File: src/rtl/cfgsel_pkg.sv
package cfgsel_pkg;

  typedef enum logic [1:0] {
    OVR_NONE  = 2'd0,
    OVR_TAKE  = 2'd1,
    OVR_DROP  = 2'd2
  } ovr_act_e;

  // Classify a strobed code against the number of stored registers.
  function automatic ovr_act_e classify(input logic valid, input int unsigned code,
                                        input int unsigned nreg);
    if (!valid)                return OVR_NONE;
    else if (code <= nreg)     return OVR_TAKE;
    else if (code == nreg + 1) return OVR_DROP;
    else                       return OVR_NONE;
  endfunction

endpackage

File: src/rtl/cfgsel_ovr_ctrl.sv
module cfgsel_ovr_ctrl #(
  parameter int NREG   = 4,
  parameter int CODE_W = $clog2(NREG + 2)
) (
  input  logic              clk,
  input  logic              rst_n,
  input  logic              valid_i,
  input  logic [CODE_W-1:0] code_i,
  output logic              active_q_o,
  output logic              eff_active_o,
  output logic [CODE_W-1:0] eff_code_o
);
  import cfgsel_pkg::*;

  ovr_act_e          act;
  logic              active_q;
  logic [CODE_W-1:0] code_q;

  always_comb begin
    act = classify(valid_i, int'(code_i), NREG);
    unique case (act)
      OVR_TAKE: begin
        eff_active_o = 1'b1;
        eff_code_o   = code_i;
      end
      OVR_DROP: begin
        eff_active_o = 1'b0;
        eff_code_o   = code_q;
      end
      default: begin
        eff_active_o = active_q;
        eff_code_o   = code_q;
      end
    endcase
  end

  always_ff @(posedge clk or negedge rst_n) begin
    if (!rst_n) begin
      active_q <= 1'b0;
      code_q   <= '0;
    end else begin
      active_q <= eff_active_o;
      code_q   <= eff_code_o;
    end
  end

  assign active_q_o = active_q;

endmodule

File: src/rtl/cfgsel_src_mux.sv
module cfgsel_src_mux #(
  parameter int WIDTH  = 6,
  parameter int NREG   = 4,
  parameter int CODE_W = $clog2(NREG + 2)
) (
  input  logic [NREG*WIDTH-1:0] regs_i,
  input  logic [WIDTH-1:0]      pins_i,
  input  logic [1:0]            sel_i,
  input  logic                  eff_active_i,
  input  logic [CODE_W-1:0]     eff_code_i,
  output logic [WIDTH-1:0]      data_o,
  output logic                  side_cand_o
);
  localparam int NSRC = NREG + 1;
  localparam int MSB  = WIDTH - 1;

  logic [WIDTH-1:0]  src [NSRC];
  logic [CODE_W-1:0] pin_idx;
  logic [CODE_W-1:0] idx;

  for (genvar g = 0; g < NREG; g++) begin : g_unpack
    assign src[g] = regs_i[g*WIDTH +: WIDTH];
  end
  assign src[NREG] = pins_i;

  always_comb begin
    unique case (sel_i)
      2'b00:   pin_idx = CODE_W'(0);
      2'b10:   pin_idx = CODE_W'(1);
      2'b01:   pin_idx = CODE_W'(2);
      default: pin_idx = CODE_W'(NREG);
    endcase
  end

  assign idx = eff_active_i ? eff_code_i : pin_idx;

  always_comb begin
    data_o = '0;
    for (int k = 0; k < NSRC; k++) begin
      if (idx == CODE_W'(k)) data_o = src[k];
    end
  end

  always_comb begin
    if (eff_active_i && eff_code_i == CODE_W'(0))      side_cand_o = src[0][MSB];
    else if (eff_active_i && eff_code_i == CODE_W'(1)) side_cand_o = src[1][MSB];
    else if (sel_i[1])                                 side_cand_o = src[1][MSB];
    else                                               side_cand_o = src[0][MSB];
  end

endmodule

File: src/rtl/cfgsel_out_stage.sv
module cfgsel_out_stage #(
  parameter int WIDTH = 6
) (
  input  logic             clk,
  input  logic             rst_n,
  input  logic [WIDTH-1:0] data_i,
  input  logic             side_cand_i,
  input  logic             hold_i,
  output logic [WIDTH-1:0] od_en_o,
  output logic             side_od_en_o
);
  logic [WIDTH-1:0] val_q;
  logic             side_q;

  always_ff @(posedge clk or negedge rst_n) begin
    if (!rst_n) begin
      val_q  <= '1;
      side_q <= 1'b1;
    end else begin
      val_q <= data_i;
      if (!hold_i) side_q <= side_cand_i;
    end
  end

  assign od_en_o      = ~val_q;
  assign side_od_en_o = ~side_q;

endmodule

File: src/rtl/cfg_out_selector.sv
module cfg_out_selector #(
  parameter int WIDTH  = 6,
  parameter int NREG   = 4,
  parameter int CODE_W = $clog2(NREG + 2)
) (
  input  logic                  clk,
  input  logic                  rst_n,
  input  logic [NREG*WIDTH-1:0] stored_regs_i,
  input  logic [WIDTH-1:0]      pin_in_i,
  input  logic [1:0]            sel_pin_i,
  input  logic                  ovr_valid_i,
  input  logic [CODE_W-1:0]     ovr_code_i,
  output logic [WIDTH-1:0]      cfg_od_en_o,
  output logic                  side_od_en_o
);
  logic              ovr_active;
  logic              eff_active;
  logic [CODE_W-1:0] eff_code;
  logic [WIDTH-1:0]  sel_data;
  logic              side_cand;

  cfgsel_ovr_ctrl #(.NREG(NREG), .CODE_W(CODE_W)) u_ovr (
    .clk          (clk),
    .rst_n        (rst_n),
    .valid_i      (ovr_valid_i),
    .code_i       (ovr_code_i),
    .active_q_o   (ovr_active),
    .eff_active_o (eff_active),
    .eff_code_o   (eff_code)
  );

  cfgsel_src_mux #(.WIDTH(WIDTH), .NREG(NREG), .CODE_W(CODE_W)) u_mux (
    .regs_i       (stored_regs_i),
    .pins_i       (pin_in_i),
    .sel_i        (sel_pin_i),
    .eff_active_i (eff_active),
    .eff_code_i   (eff_code),
    .data_o       (sel_data),
    .side_cand_o  (side_cand)
  );

  cfgsel_out_stage #(.WIDTH(WIDTH)) u_out (
    .clk          (clk),
    .rst_n        (rst_n),
    .data_i       (sel_data),
    .side_cand_i  (side_cand),
    .hold_i       (sel_pin_i[0]),
    .od_en_o      (cfg_od_en_o),
    .side_od_en_o (side_od_en_o)
  );

endmodule

File: config.mk
export PLATFORM = sky130hd
export DESIGN_NAME = cfg_out_selector
export DESIGN_NICKNAME = d
export VERILOG_FILES = /design/src/rtl/cfgsel_pkg.sv /design/src/rtl/cfgsel_ovr_ctrl.sv /design/src/rtl/cfgsel_src_mux.sv /design/src/rtl/cfgsel_out_stage.sv /design/src/rtl/cfg_out_selector.sv
export SDC_FILE = /design/constraint.sdc
export NUM_CORES = 1
export LEC_CHECK = 0
export ABC_AREA = 1
export CORE_UTILIZATION = 23
export DETAILED_ROUTE_END_ITERATION = 16
export SETUP_SLACK_MARGIN = 0.02
export SYNTH_ARGS = -nofsm -noshare
export SYNTH_HDL_FRONTEND = slang
export SYNTH_HIERARCHICAL = 1
export SYNTH_SLANG_ARGS = --single-unit
File: constraint.sdc
create_clock -name clk -period 1.4 [get_ports clk]
set_clock_uncertainty 0.1 [all_clocks]
set_input_delay 0.21 -clock clk [delete_from_list [all_inputs] [get_ports clk]]
set_output_delay 0.21 -clock clk [all_outputs]
set_load 0.1 [all_outputs]
==> results of run 1 <==
## power by group through the flow
| stage | logic (uW) | registers, uW | clock network (uW) |
|---|---|---|---|
| 2_1_floorplan | 622 | 431 | 0 |
| 3_3_place_gp | 1040 | 436 | 0 |
| 3_5_place_dp | 1050 | 437 | 0 |
| 4_1_cts | 1090 | 432 | 225 |
| 5_1_grt | 1190 | 439 | 248 |
| 6_report | 1120 | 431 | 214 |
## flip-flops by register name, indices dropped and copies added (netlist names)
| register | flops |
|---|---|
| u_out/side_q | 1 |
| u_out/val_q | 6 |
| u_ovr/active_q_o | 1 |
| u_ovr/code_q | 3 |
## metal layers
layer,track usage,part of all wire,up-vias,routed length (um)
li1,-,-,498,-
met4,0.0571,0.011,0,27
met5,0,0,-,0
met3,0.0168,0.057,2,135
met1,0.167,0.43,439,1020
met2,0.243,0.50,30,1190
## stage by stage
step	instances	util
global route	227	0.464
global placement	220	0.426
CTS	226	0.455
detailed placement	220	0.426
finish	227	0.464
floorplan	125	-
## worst paths after layout
path                                  start          endpoint  slack (ps)  cells past startpoint
max                           ovr_code_i[2]    u_out/val_q[3]         -90                     12
min                                   rst_n   u_ovr/code_q[0]         180                      1
max reg2reg                u_ovr/active_q_o    u_out/val_q[4]         -70                      9
min reg2reg                    u_out/side_q      u_out/side_q         360                      2
max in group asynchronous             rst_n    u_out/val_q[4]         670                      1
min in group clk                ovr_valid_i  u_ovr/active_q_o         270                      3
## layout make-up
class	count	area, um2	share of cell area
Clock buffer	4	26.3	0.0168
Inverter	23	96.3	0.0617
Timing Repair Buffer	52	578	0.370
Sequential cell	11	284	0.182
Tap cell	46	57.6	0.0369
Multi-Input combinational cell	91	519	0.333
## cell usage in the layout, fill, tap and decap left out, types with 2 or more instances in the layout
cell	synthesis	final
nand2_2	2	7
dfstp_2	7	7
nor2_4	1	2
nor2_1	14	12
o21ai_1	1	2
nor3_4	1	2
nand2_1	40	33
nand2_4	1	3
inv_1	21	20
nand3_4	0	2
buf_4	0	7
buf_12	0	8
nand3_2	3	2
clkdlybuf4s50_1	0	33
nand3_1	20	19
clkbuf_4	0	3
dfrtp_1	4	4
nor2_2	1	3
## repair_timing
| action | 4_1_cts | 5_1_grt |
|---|---|---|
| gates resized for setup | 22 | 12 |
| pin swaps | 14 | 13 |
| endpoints found under the setup margin | 7 | 8 |
| cloned | 0 | 1 |
| setup buffers | 2 | 0 |
## logic make-up (layout without fill, tap and decap cells)
family / after synthesis / after routing
buffers and inverters: 24 / 79
and+or+nand+nor: 86 / 87
AOI/OAI and AO/OA: 4 / 4
DFF: 11 / 11
==> results.md, run 1 <==
* Status: finished with violations
* Failing checks: setup timing
* Slowest Stage Delay on Critical Path at 240 ps
* Synth Area in XOR/XNOR at 0
* Slew headroom at 0.668
* Filler cells at 353
* Internal power at 955 uW
* Cell Chain, Critical Path: clkdlybuf4s15_2 > nand2_2 > nand3_4 > nand2_1 > nand2_1 > nand2_1 > nand2_4 > nor2_2 > nand3_1 > nand2_1 > nor2_1 > nand3_1
* Sequential-to-total area share from yosys stat at 0.349
* Sequential share of power at 0.244
* Detail Route Antenna Nets at 0
* Crit path max fanout at 6
* Post-Synth Adder-Cell Area at 0
* Share of post-route cells with drive strength above 1 at 0.293
* TritonCTS clock tree: done
* Post-synthesis register bit count at 11
* Worst Tran Pin Value at 496 ps
* RSZ-0062 raised after global routing: true
* Pin count of the biggest net entering global routing at 13
* Number of antenna diodes at 0
* Top_reg_cell synth: dfstp_2
* P_sw at 810 uW
* HPWL Detailed at 1840 um
* Initial antenna violation count at 0
* Maximum vdd drop at 0.000276 V
* Worst-Skew Late Latency at 260 ps
* Synth Area per Inst at 6.52 um2
* Final hold vios at 0
* Drt via density at 4.27
* Post-layout min period at 1490 ps
* Final Cycle Share at 1.06
* Crit path required time at 1500 ps
* Combinational share of power at 0.635
* Number of buffers created by CTS at 3
* Die height at 61.5 um
* Placer congestion estimate at 0.818
* Worst-path clk slew at 70 ps
* Clk pwr share at 0.121
* DRC errors left at 0
* Syn nets at 163
* Worst setup SP type: primary input
* CTS Buffer Depth at 2
* CTS H-tree depth at 1
* Mapped Cells at 125
* HP Class: in -> async
* Gr ovfl total at 0
* WP data arrival at 1590 ps
* Final setup TNS at -514 ps
* Post-synth top area cell: dfstp_2
* Leakage at 0.000735 uW
* Max-slew violation total from the final report at 0
* WHS at 179 ps
* Main combinational cell family by area after synthesis: simple AND/OR/NAND/NOR gates
* Final Setup Violations at 7
* Crit Path Class: in -> reg
* Total power at 1760 uW
* Initial DRC Count at 19
* Number of global-route vias before repair at 917
* Die Wd at 61.5 um
* Routed vias at 969
* Final Cell Area at 1560 um2
* Net Sw Frac at 0.459
* GRT Total Usage at 0.137
* Global-route wire length before repair at 3800 um
* Clock Sinks at 11
* Final #Nets at 220
* Core Box Area at 3360 um2
* Setup ws final at -88.5 ps
* Clk root buf: clkbuf_4
* Asr flop ratio synth at 1.00
* F_max at 672 MHz
* Critical path's top delay family: simple AND/OR/NAND/NOR gates
* Slowest cell on the critical path: nor2_2
* Compound-gate portion of the synthesized area at 0.0292
* Commonest cells in the synthesized netlist: nand2_1, inv_1, nand3_1
* Die area at 3780 um2
* Pwr dens at 1130 nW/um2
* Layout area overhead at 91.7%
* Post-Synth Simple-Gate Area at 0.502
* I/O pin total at 45
* Crit path buffers/inverters at 1
* Placed inst area at 1430 um2
* EDFF count, synth at 0
* Hold-fix buffers at CTS at 0
* Count leader, synth: nand2_1
* Share of the synthesized area in the top cell type at 0.226
* Crit end category: register
* Routed WL at 2370 um
* Post-Syn Area at 815 um2
* # port buffers at 44
* Count of max-cap constraint violations at 0
* First drt pass iteration count at 4
* Synth warn at 6
* Most used cell, CP: nand2_1
* Synth top area cells: dfstp_2, nand2_1, dfrtp_1
* Mux share of post-synthesis cell area at 0
* Unique masters post-synth at 20
* WL/cell at 10.5 um
* Starting Density at 0.242
* Place WS at -755 ps
* Rows at 21
(Power assumes the default switching activity.)
==> inputs of run 2 (changes only) <==
--- a/config.mk
+++ b/config.mk
@@ -8,6 +8,7 @@
 export ABC_AREA = 1
 export CORE_UTILIZATION = 23
 export DETAILED_ROUTE_END_ITERATION = 16
+export PLACE_DENSITY = 0.51
 export SETUP_SLACK_MARGIN = 0.02
 export SYNTH_ARGS = -nofsm -noshare
 export SYNTH_HDL_FRONTEND = slang
==> constraint.sdc (replaced) <==
create_clock -name clk -period 1.8 [get_ports clk]
set_clock_uncertainty 0.1 [all_clocks]
set_input_delay 0.27 -clock clk [delete_from_list [all_inputs] [get_ports clk]]
set_output_delay 0.27 -clock clk [all_outputs]
set_load 0.1 [all_outputs]
==> results.md, run 2 (synthesis results as in run 1) <==
* Most flops, register: u_out/val_q
* Post-layout min period at 1590 ps
* Initial antenna violation count at 0
* Reg2Reg Capture Point: u_out/val_q[3]
* Most frequent cells in the layout: nand2_1, clkdlybuf4s50_1, inv_1, nand3_1, nor2_1
* Max-slew violation total from the final report at 0
* Starting Density at 0.242
* Number of global-route vias before repair at 958
* CTS Buffer Depth at 2
* Multi-input gate area at 487 um2
* HP Class: in -> async
* Placed inst area at 1450 um2
* Pwr dens at 866 nW/um2
* First drt pass iteration count at 4
* Layout area overhead at 90.2%
* Crit end category: register
* Slew headroom at 0.704
* Leakage at 0.000753 uW
* Crit path max fanout at 6
* Placer congestion estimate at 0.847
* R2r setup slk at 290 ps
* Worst r2r src: u_ovr/active_q_o
* Crit Path Class: in -> reg
* Maximum vdd drop at 0.000221 V
* # port buffers at 44
* Commonest non-fill, non-tap cell in the layout: nand2_1
* Top Registers: u_out/val_q x6, u_ovr/code_q x3
* Final non-filler cell total at 230
* Place WS at -384 ps
* Clk pwr share at 0.113
* Setup ws final at 211 ps
* Die Wd at 61.5 um
* Final Setup Violations at 0
* FF-to-FF path depth at 8
* WL/cell at 9.70 um
* Initial DRC Count at 35
* Gr ovfl total at 0
* Internal power at 743 uW
* Detail Route Antenna Nets at 0
* I/O pin total at 45
* Combinational share of power at 0.637
* Crit path required time at 1890 ps
* DRC errors left at 0
* Share of post-route cells with drive strength above 1 at 0.272
* Status: finished, final reports clean
* TritonCTS clock tree: done
* WP data arrival at 1680 ps
* Clk root buf: clkbuf_4
* Number of antenna diodes at 0
* WHS at 228 ps
* P_sw at 599 uW
* Global-route wire length before repair at 3930 um
* Filler cells at 376
* Die height at 61.5 um
* Rows at 21
* Net Sw Frac at 0.446
* Clock Sinks at 11
* Number of buffers created by CTS at 3
* Largest register FFs at 6
* Final Cell Area at 1550 um2
* Dpl cells at 223
* F_max at 629 MHz
* Worst-Skew Late Latency at 250 ps
* Final #Nets at 223
* Sequential share of power at 0.251
* Drt via density at 4.17
* Pin count of the biggest net entering global routing at 12
* GRT Total Usage at 0.141
* Worst setup SP type: primary input
* Routed WL at 2230 um
* Flip-flop and latch area at 284 um2
* Final hold vios at 0
* Count of max-cap constraint violations at 0
* Worst Tran Pin Value at 442 ps
* RSZ-0062 raised after global routing: false
* CTS H-tree depth at 1
* Worst-path clk slew at 60 ps
* Final Cycle Share at 0.883
* Final setup TNS at 0 ps
* HPWL Detailed at 1970 um
* Routed vias at 958
* Die area at 3780 um2
* Core Box Area at 3360 um2
-- run 2: changes by cell type in the layout (fill, tap and decap cells not counted), moves of 2 or more --
cell and change:
o21ai_0 +2, buf_4 +3, nor2_2 -2, nor2_1 +2
-- run 2: layout make-up --
class | instances | area share
clock buffers | 4 | 0.0170
inverters | 23 | 0.0574
multi-input cells | 91 | 0.314
flip-flops and latches | 11 | 0.183
well taps | 46 | 0.0372
repair buffers | 55 | 0.391
-- run 2: critical path: stages --
cell and delay (ps):
dlygate4sd2_1 250, nand2_2 100, nand2_1 70, nand2_2 80, nand2_4 70, buf_4 140
nand2_1 100, nand2_4 100, nor3_4 300, nand2_1 90, nand3_1 90
-- run 2: worst max-delay path by stage --
stage                        from              to  slack [ps]  cells after the start
floorplan           ovr_code_i[2]  u_out/val_q[2]         340                     13
finish              ovr_code_i[1]  u_out/val_q[3]         210                     11
global route          ovr_valid_i  u_out/val_q[3]          40                     14
CTS                 ovr_code_i[0]  u_out/val_q[3]          20                     11
global placement    ovr_code_i[2]  u_out/val_q[2]        -340                     12
detailed placement  ovr_code_i[2]  u_out/val_q[2]        -380                     12
-- run 2: power by group through the flow --
stage                     Clock (uW)  Sequential, uW  Combinational [uW]
after floorplan                    0             335                 483
after global placement             0             341                 820
after detailed placement           0             341                 825
after CTS                        160             336                 839
after global routing             169             342                 911
final                            151             336                 854
-- run 2: timing repair --
| item | CTS | global route |
|---|---|---|
| endpoints found under the setup margin | 7 | 7 |
| setup buffers | 0 | 2 |
| gates resized for setup | 9 | 10 |
| hold buffers | 0 | 0 |
| pin swaps | 3 | 6 |
| cloned | 1 | 0 |
-- run 2: per-layer routing --
layer	vias up	wire length [um]	track usage
li1	504	-	-
met3	4	99	0.0168
met1	424	968	0.185
met2	26	1130	0.224
met5	-	0	0
met4	0	39	0.0762
-- run 2: per-stage QoR --
stage	total power, uW	util
after floorplan	818	-
after global placement	1160	0.432
after detailed placement	1170	0.432
after CTS	1340	0.447
after global routing	1420	0.461
final	1340	0.461
